<file path="src/rtl/mtx_pkg.sv">
package mtx_pkg;
  typedef enum logic [1:0] {
    ST_IDLE = 2'd0,
    ST_DATA = 2'd1,
    ST_SOI  = 2'd2
  } tx_st_e;
endpackage

</file>
<file path="src/rtl/mtx_phase.sv">
module mtx_phase #(
  parameter int CELLS = 8,
  localparam int PH_W = $clog2(CELLS)
) (
  input  logic            clk_i,
  input  logic            rst_ni,
  output logic [PH_W-1:0] ph_o,
  output logic            last_o
);
  localparam logic [PH_W-1:0] PH_LAST = PH_W'(CELLS - 1);

  always_ff @(posedge clk_i or negedge rst_ni) begin
    if (!rst_ni)            ph_o <= '0;
    else if (ph_o == PH_LAST) ph_o <= '0;
    else                    ph_o <= ph_o + 1'b1;
  end

  assign last_o = (ph_o == PH_LAST);

  a_r1_wrap: assert property (@(posedge clk_i) disable iff (!rst_ni)
    last_o |=> (ph_o == '0));
endmodule

</file>
<file path="src/rtl/mtx_frame.sv">
module mtx_frame
  import mtx_pkg::*;
#(
  parameter int NIB_W     = 4,
  parameter int SOI_CELLS = 4,
  localparam int CELLS = 2 * NIB_W,
  localparam int PH_W  = $clog2(CELLS)
) (
  input  logic             clk_i,
  input  logic             rst_ni,
  input  logic             last_i,
  input  logic [PH_W-1:0]  ph_i,
  input  logic [NIB_W-1:0] txd_i,
  input  logic             tx_en_i,
  output tx_st_e           st_o,
  output logic             bit_o
);
  localparam logic [PH_W-1:0] SOI_END = PH_W'(SOI_CELLS - 1);

  tx_st_e           st_q, st_d;
  logic [NIB_W-1:0] sh_q;

  always_comb begin
    st_d = st_q;
    if (last_i) begin
      if (tx_en_i)             st_d = ST_DATA;
      else if (st_q == ST_DATA) st_d = ST_SOI;
      else                     st_d = ST_IDLE;
    end else if (st_q == ST_SOI && ph_i == SOI_END) begin
      st_d = ST_IDLE;
    end
  end

  always_ff @(posedge clk_i or negedge rst_ni) begin
    if (!rst_ni) begin
      st_q <= ST_IDLE;
      sh_q <= '0;
    end else begin
      st_q <= st_d;
      if (last_i && tx_en_i) sh_q <= txd_i;
    end
  end

  // LSB first: bit index is the cell pair number
  assign bit_o = sh_q[ph_i[PH_W-1:1]];
  assign st_o  = st_q;

  a_r5_start: assert property (@(posedge clk_i) disable iff (!rst_ni)
    (st_q == ST_IDLE && last_i && tx_en_i) |=> (st_q == ST_DATA));
  a_r6_soi_end: assert property (@(posedge clk_i) disable iff (!rst_ni)
    (st_q == ST_SOI && ph_i == SOI_END) |=> (st_q == ST_IDLE));
  a_r7_hold_nibble: assert property (@(posedge clk_i) disable iff (!rst_ni)
    (st_q == ST_DATA && !last_i) |=> (st_q == ST_DATA && $stable(sh_q)));
endmodule

</file>
<file path="src/rtl/mtx_line.sv">
module mtx_line
  import mtx_pkg::*;
(
  input  tx_st_e st_i,
  input  logic   bit_i,
  input  logic   half_i,
  output logic   tx_o,
  output logic   oe_o
);
  always_comb begin
    unique case (st_i)
      ST_DATA: begin tx_o = half_i ? bit_i : ~bit_i; oe_o = 1'b1; end
      ST_SOI:  begin tx_o = 1'b1;                    oe_o = 1'b1; end
      default: begin tx_o = 1'b0;                    oe_o = 1'b0; end
    endcase
  end
endmodule

</file>
<file path="src/rtl/manchester_tx.sv">
module manchester_tx
  import mtx_pkg::*;
#(
  parameter int NIB_W    = 4,
  parameter int SOI_BITS = 2
) (
  input  logic             clk_i,
  input  logic             rst_ni,
  input  logic [NIB_W-1:0] txd_i,
  input  logic             tx_en_i,
  output logic             nib_take_o,
  output logic             tx_o,
  output logic             tx_oe_o
);
  localparam int CELLS     = 2 * NIB_W;
  localparam int PH_W      = $clog2(CELLS);
  localparam int SOI_CELLS = 2 * SOI_BITS;

  initial begin
    if (SOI_CELLS >= CELLS) $error("start-of-idle must be shorter than a nibble");
  end

  logic [PH_W-1:0] ph;
  logic            last;
  tx_st_e          st;
  logic            cur_bit;

  mtx_phase #(.CELLS(CELLS)) u_phase (
    .clk_i (clk_i), .rst_ni(rst_ni), .ph_o(ph), .last_o(last)
  );

  mtx_frame #(.NIB_W(NIB_W), .SOI_CELLS(SOI_CELLS)) u_frame (
    .clk_i (clk_i), .rst_ni(rst_ni), .last_i(last), .ph_i(ph),
    .txd_i (txd_i), .tx_en_i(tx_en_i), .st_o(st), .bit_o(cur_bit)
  );

  mtx_line u_line (
    .st_i(st), .bit_i(cur_bit), .half_i(ph[0]), .tx_o(tx_o), .oe_o(tx_oe_o)
  );

  assign nib_take_o = last;

  a_r1_take_gap: assert property (@(posedge clk_i) disable iff (!rst_ni)
    nib_take_o |=> !nib_take_o);
  a_r3_mid_flip: assert property (@(posedge clk_i) disable iff (!rst_ni)
    (st == ST_DATA && ph[0]) |-> (tx_o != $past(tx_o)));
  a_r8_idle_low: assert property (@(posedge clk_i) disable iff (!rst_ni)
    !tx_oe_o |-> !tx_o);
  a_r6_release_high: assert property (@(posedge clk_i) disable iff (!rst_ni)
    $fell(tx_oe_o) |-> $past(tx_o));
  a_r5_rise_aligned: assert property (@(posedge clk_i) disable iff (!rst_ni)
    $rose(tx_oe_o) |-> (ph == '0));
endmodule

</file>
<file path="config.mk">
export PLATFORM = sky130hd
export DESIGN_NAME = manchester_tx
export DESIGN_NICKNAME = d
export VERILOG_FILES = /design/src/rtl/mtx_pkg.sv /design/src/rtl/mtx_phase.sv /design/src/rtl/mtx_frame.sv /design/src/rtl/mtx_line.sv /design/src/rtl/manchester_tx.sv
export SDC_FILE = /design/constraint.sdc
export NUM_CORES = 1
export LEC_CHECK = 0
export CORE_AREA = 2 2 39 41
export DETAILED_ROUTE_END_ITERATION = 12
export DIE_AREA = 0 0 41 43
export PLACE_DENSITY = 0.57
export SLEW_MARGIN = 20
export SYNTH_ARGS = -nofsm -noshare
export SYNTH_HDL_FRONTEND = slang
export SYNTH_HIERARCHICAL = 1
export SYNTH_SLANG_ARGS = --single-unit
</file>
<file path="constraint.sdc">
create_clock -name clk_i -period 1.4 [get_ports clk_i]
set_input_delay 0.28 -clock clk_i [delete_from_list [all_inputs] [get_ports clk_i]]
set_output_delay 0.28 -clock clk_i [all_outputs]
set_load 0.01 [all_outputs]
</file>
==> qor.yml <==
status: "finished with violations"
violations: "setup timing"
period_share: 1.31
synth_seq_cells: 9
netlist_area_um2: 443
wl_met2_um: 476
drt_pass1_iterations: 2
syn_inst: 32
track_usage: 0.125
clk_latency_ps: 250
syn_nets: 43
io_pins: 10
hold_viol_final: 0
initial_core_util: 0.320
grt_start_max_net_pins: 10
clock-root-buffer: "clkbuf_4"
synthAdderAreaFrac: 0.113
dp_slack_ps: -535
wl_met1_um: 335
crit_fanout: 2
reg2reg_depth: 6
avgViaCountPerCell: 4.33
min_path_type: "in2async"
finalCriticalPeriod_ps: 1840
muxShareOfSynthArea: 0.186
antenna_found_initial: 0
slowest_stage: "mux4_2"
ys_top_cells_by_area: "dfrtp_1 51%, mux2_4 14%, ha_1 11%"
area_growth_pct: 56.8
io_buffers: 9
ys_seq_area_frac: 0.508
yosysWarningCount: 6
fmax_mhz: 544
route.met3.wl_um: 22
die_area_mm2: 0.00176
grt_overflow: 0
ys_types: 14
core-area_mm2: 0.00138
drt_iter0_drc: 3
dp_hpwl_um: 647
final_common_cell: "buf_4"
p_total_uw: 577
route.antenna.remaining_nets: 0
slew-limit-headroom: 0.729
cts_tree: "built"
p_leak_nw: 0.342
max_stage_delay_ps: 480
crit_path_start_kind: "flop"
slew_viol_final: 0
criticalPathCategory: "reg2out"
drt_wl_total_um: 833
netlist.area_leader.share: 0.508
vdd_ir_drop_max_mv: 0.325
final_core_util: 0.502
cts.htree.levels: 1
layout_common_cells: "10 x buf_4, 9 x dfrtp_1, 6 x clkdlybuf4s50_1"
hold_ws_ps: 320
yosysTopAreaCell: "dfrtp_1"
antenna_cells: 0
worst_pin_slew_ps: 405
gp_congestion: 0.765
layout-drive-gt1-share: 0.482
fin_skew_ps: 2.05
cts.sinks: 9
crit_path_cell_trace: "mux4_2, xnor2_1, a22o_1, buf_2"
power.density_mw_per_mm2: 831
crit_arrival_ps: 1560
synth_xor_area_frac: 0.0198
vias: 312
setup_tns_ps: -1170
grt_pass1_vias: 346
syn_avg_cell_area_um2: 13.8
grt_setup_unrepaired: "true"
die_height_um: 43
maxCapViolCount: 0
synth_top_family_by_area: "multiplexers"
endpoint_kind: "output pin"
numCtsBuffers: 3
setup_ws_ps: -438
drc: 0
die_x_um: 41
setup_viol: 8
highest_layer: "met3"
num-nets-final: 68
grt_pass1_wl_um: 1430
ctsLongestPathBuffers: 2
required_ps: 1120
path_clk_slew_ps: 60
synth-simple-area-share: 0.0876
wl_per_cell_um: 11.6
synth-compound-area-share: 0.0508
num_rows: 14
==> logic make-up after synthesis <==
group / Yosys count
flip-flops: 9
AND/OR/NAND/NOR: 6
multiplexers: 5
buffers and inverters: 4
adder cells (fa/ha/maj): 4
AO/OA/AOI/OAI: 3
XOR/XNOR: 1
==> cells in the mapped netlist <==
library cell	n
a22o_1	1
o32ai_1	1
nor2b_1	1
nor4bb_1	1
inv_1	4
xnor2_1	1
nand2_2	1
ha_1	4
dfrtp_1	9
mux4_2	1
nor2_1	1
o21ai_0	1
mux2_4	4
nand2b_1	2
==> area by class of cell <==
type | instances | area, um2
Fill cell | 119 | 689
Multi-Input combinational cell | 19 | 234
Sequential cell | 9 | 225
Timing Repair Buffer | 20 | 174
Clock buffer | 4 | 26.3
Tap cell | 16 | 20.0
Inverter | 4 | 15.0
==> state kept, by name, indices dropped and copies added, names as in the netlist <==
signal and flops:
u_phase/ph_o 3, u_frame/st_o 2, u_frame/sh_q 4
==> what timing repair did <==
action                                  CTS  global route
endpoints found under the setup margin    8             9
pin swaps                                 1             0
gates resized for setup                  17             4
hold buffers                              0             0
buffers inserted                          1             2
==> worst max-delay path, delay by kind of cell (launching register included) <==
family | cells | cell delay, ps
AO/OA/AOI/OAI | 1 | 170
XOR/XNOR | 1 | 130
buffers and inverters | 1 | 130
flip-flops | 1 | 390
multiplexers | 1 | 480
==> path summary, 6_finish.rpt <==
| kind | from | endpoint | slack (ps) |
|---|---|---|---|
| worst max-delay path | u_frame/sh_q[3]$_DFFE_PN0P_ | tx_o | -440 |
| worst min-delay path | rst_ni | u_phase/ph_o[1]$_DFF_PN0_ | 320 |
| worst max register to register | u_phase/ph_o[1]$_DFF_PN0_ | u_frame/sh_q[3]$_DFFE_PN0P_ | -130 |
| worst min register to register | u_frame/sh_q[0]$_DFFE_PN0P_ | u_frame/sh_q[0]$_DFFE_PN0P_ | 510 |
| max in group asynchronous | rst_ni | u_frame/sh_q[3]$_DFFE_PN0P_ | 800 |
| min in group clk_i | u_frame/sh_q[0]$_DFFE_PN0P_ | u_frame/sh_q[0]$_DFFE_PN0P_ | 510 |
==> metal layers <==
| layer | global-route usage | vias up |
|---|---|---|
| met2 | 0.194 | 3 |
| li1 | - | 157 |
| met4 | 0.0800 | 0 |
| met5 | 0 | - |
| met3 | 0.0314 | 0 |
| met1 | 0.144 | 152 |
==> stage by stage <==
stage | cells | instance area [um2]
final | 72 | 694
after global routing | 72 | 694
after CTS | 70 | 666
after detailed placement | 65 | 616
after global placement | 65 | 616
after floorplan | 32 | 445
==> power breakdown <==
group          total [mW]  internal, mW  switching [mW]
registers           0.284         0.275         0.00916
logic              0.0986        0.0657          0.0328
clock network       0.195         0.109          0.0850
total               0.577         0.450           0.127
(Power assumes the default switching activity.)
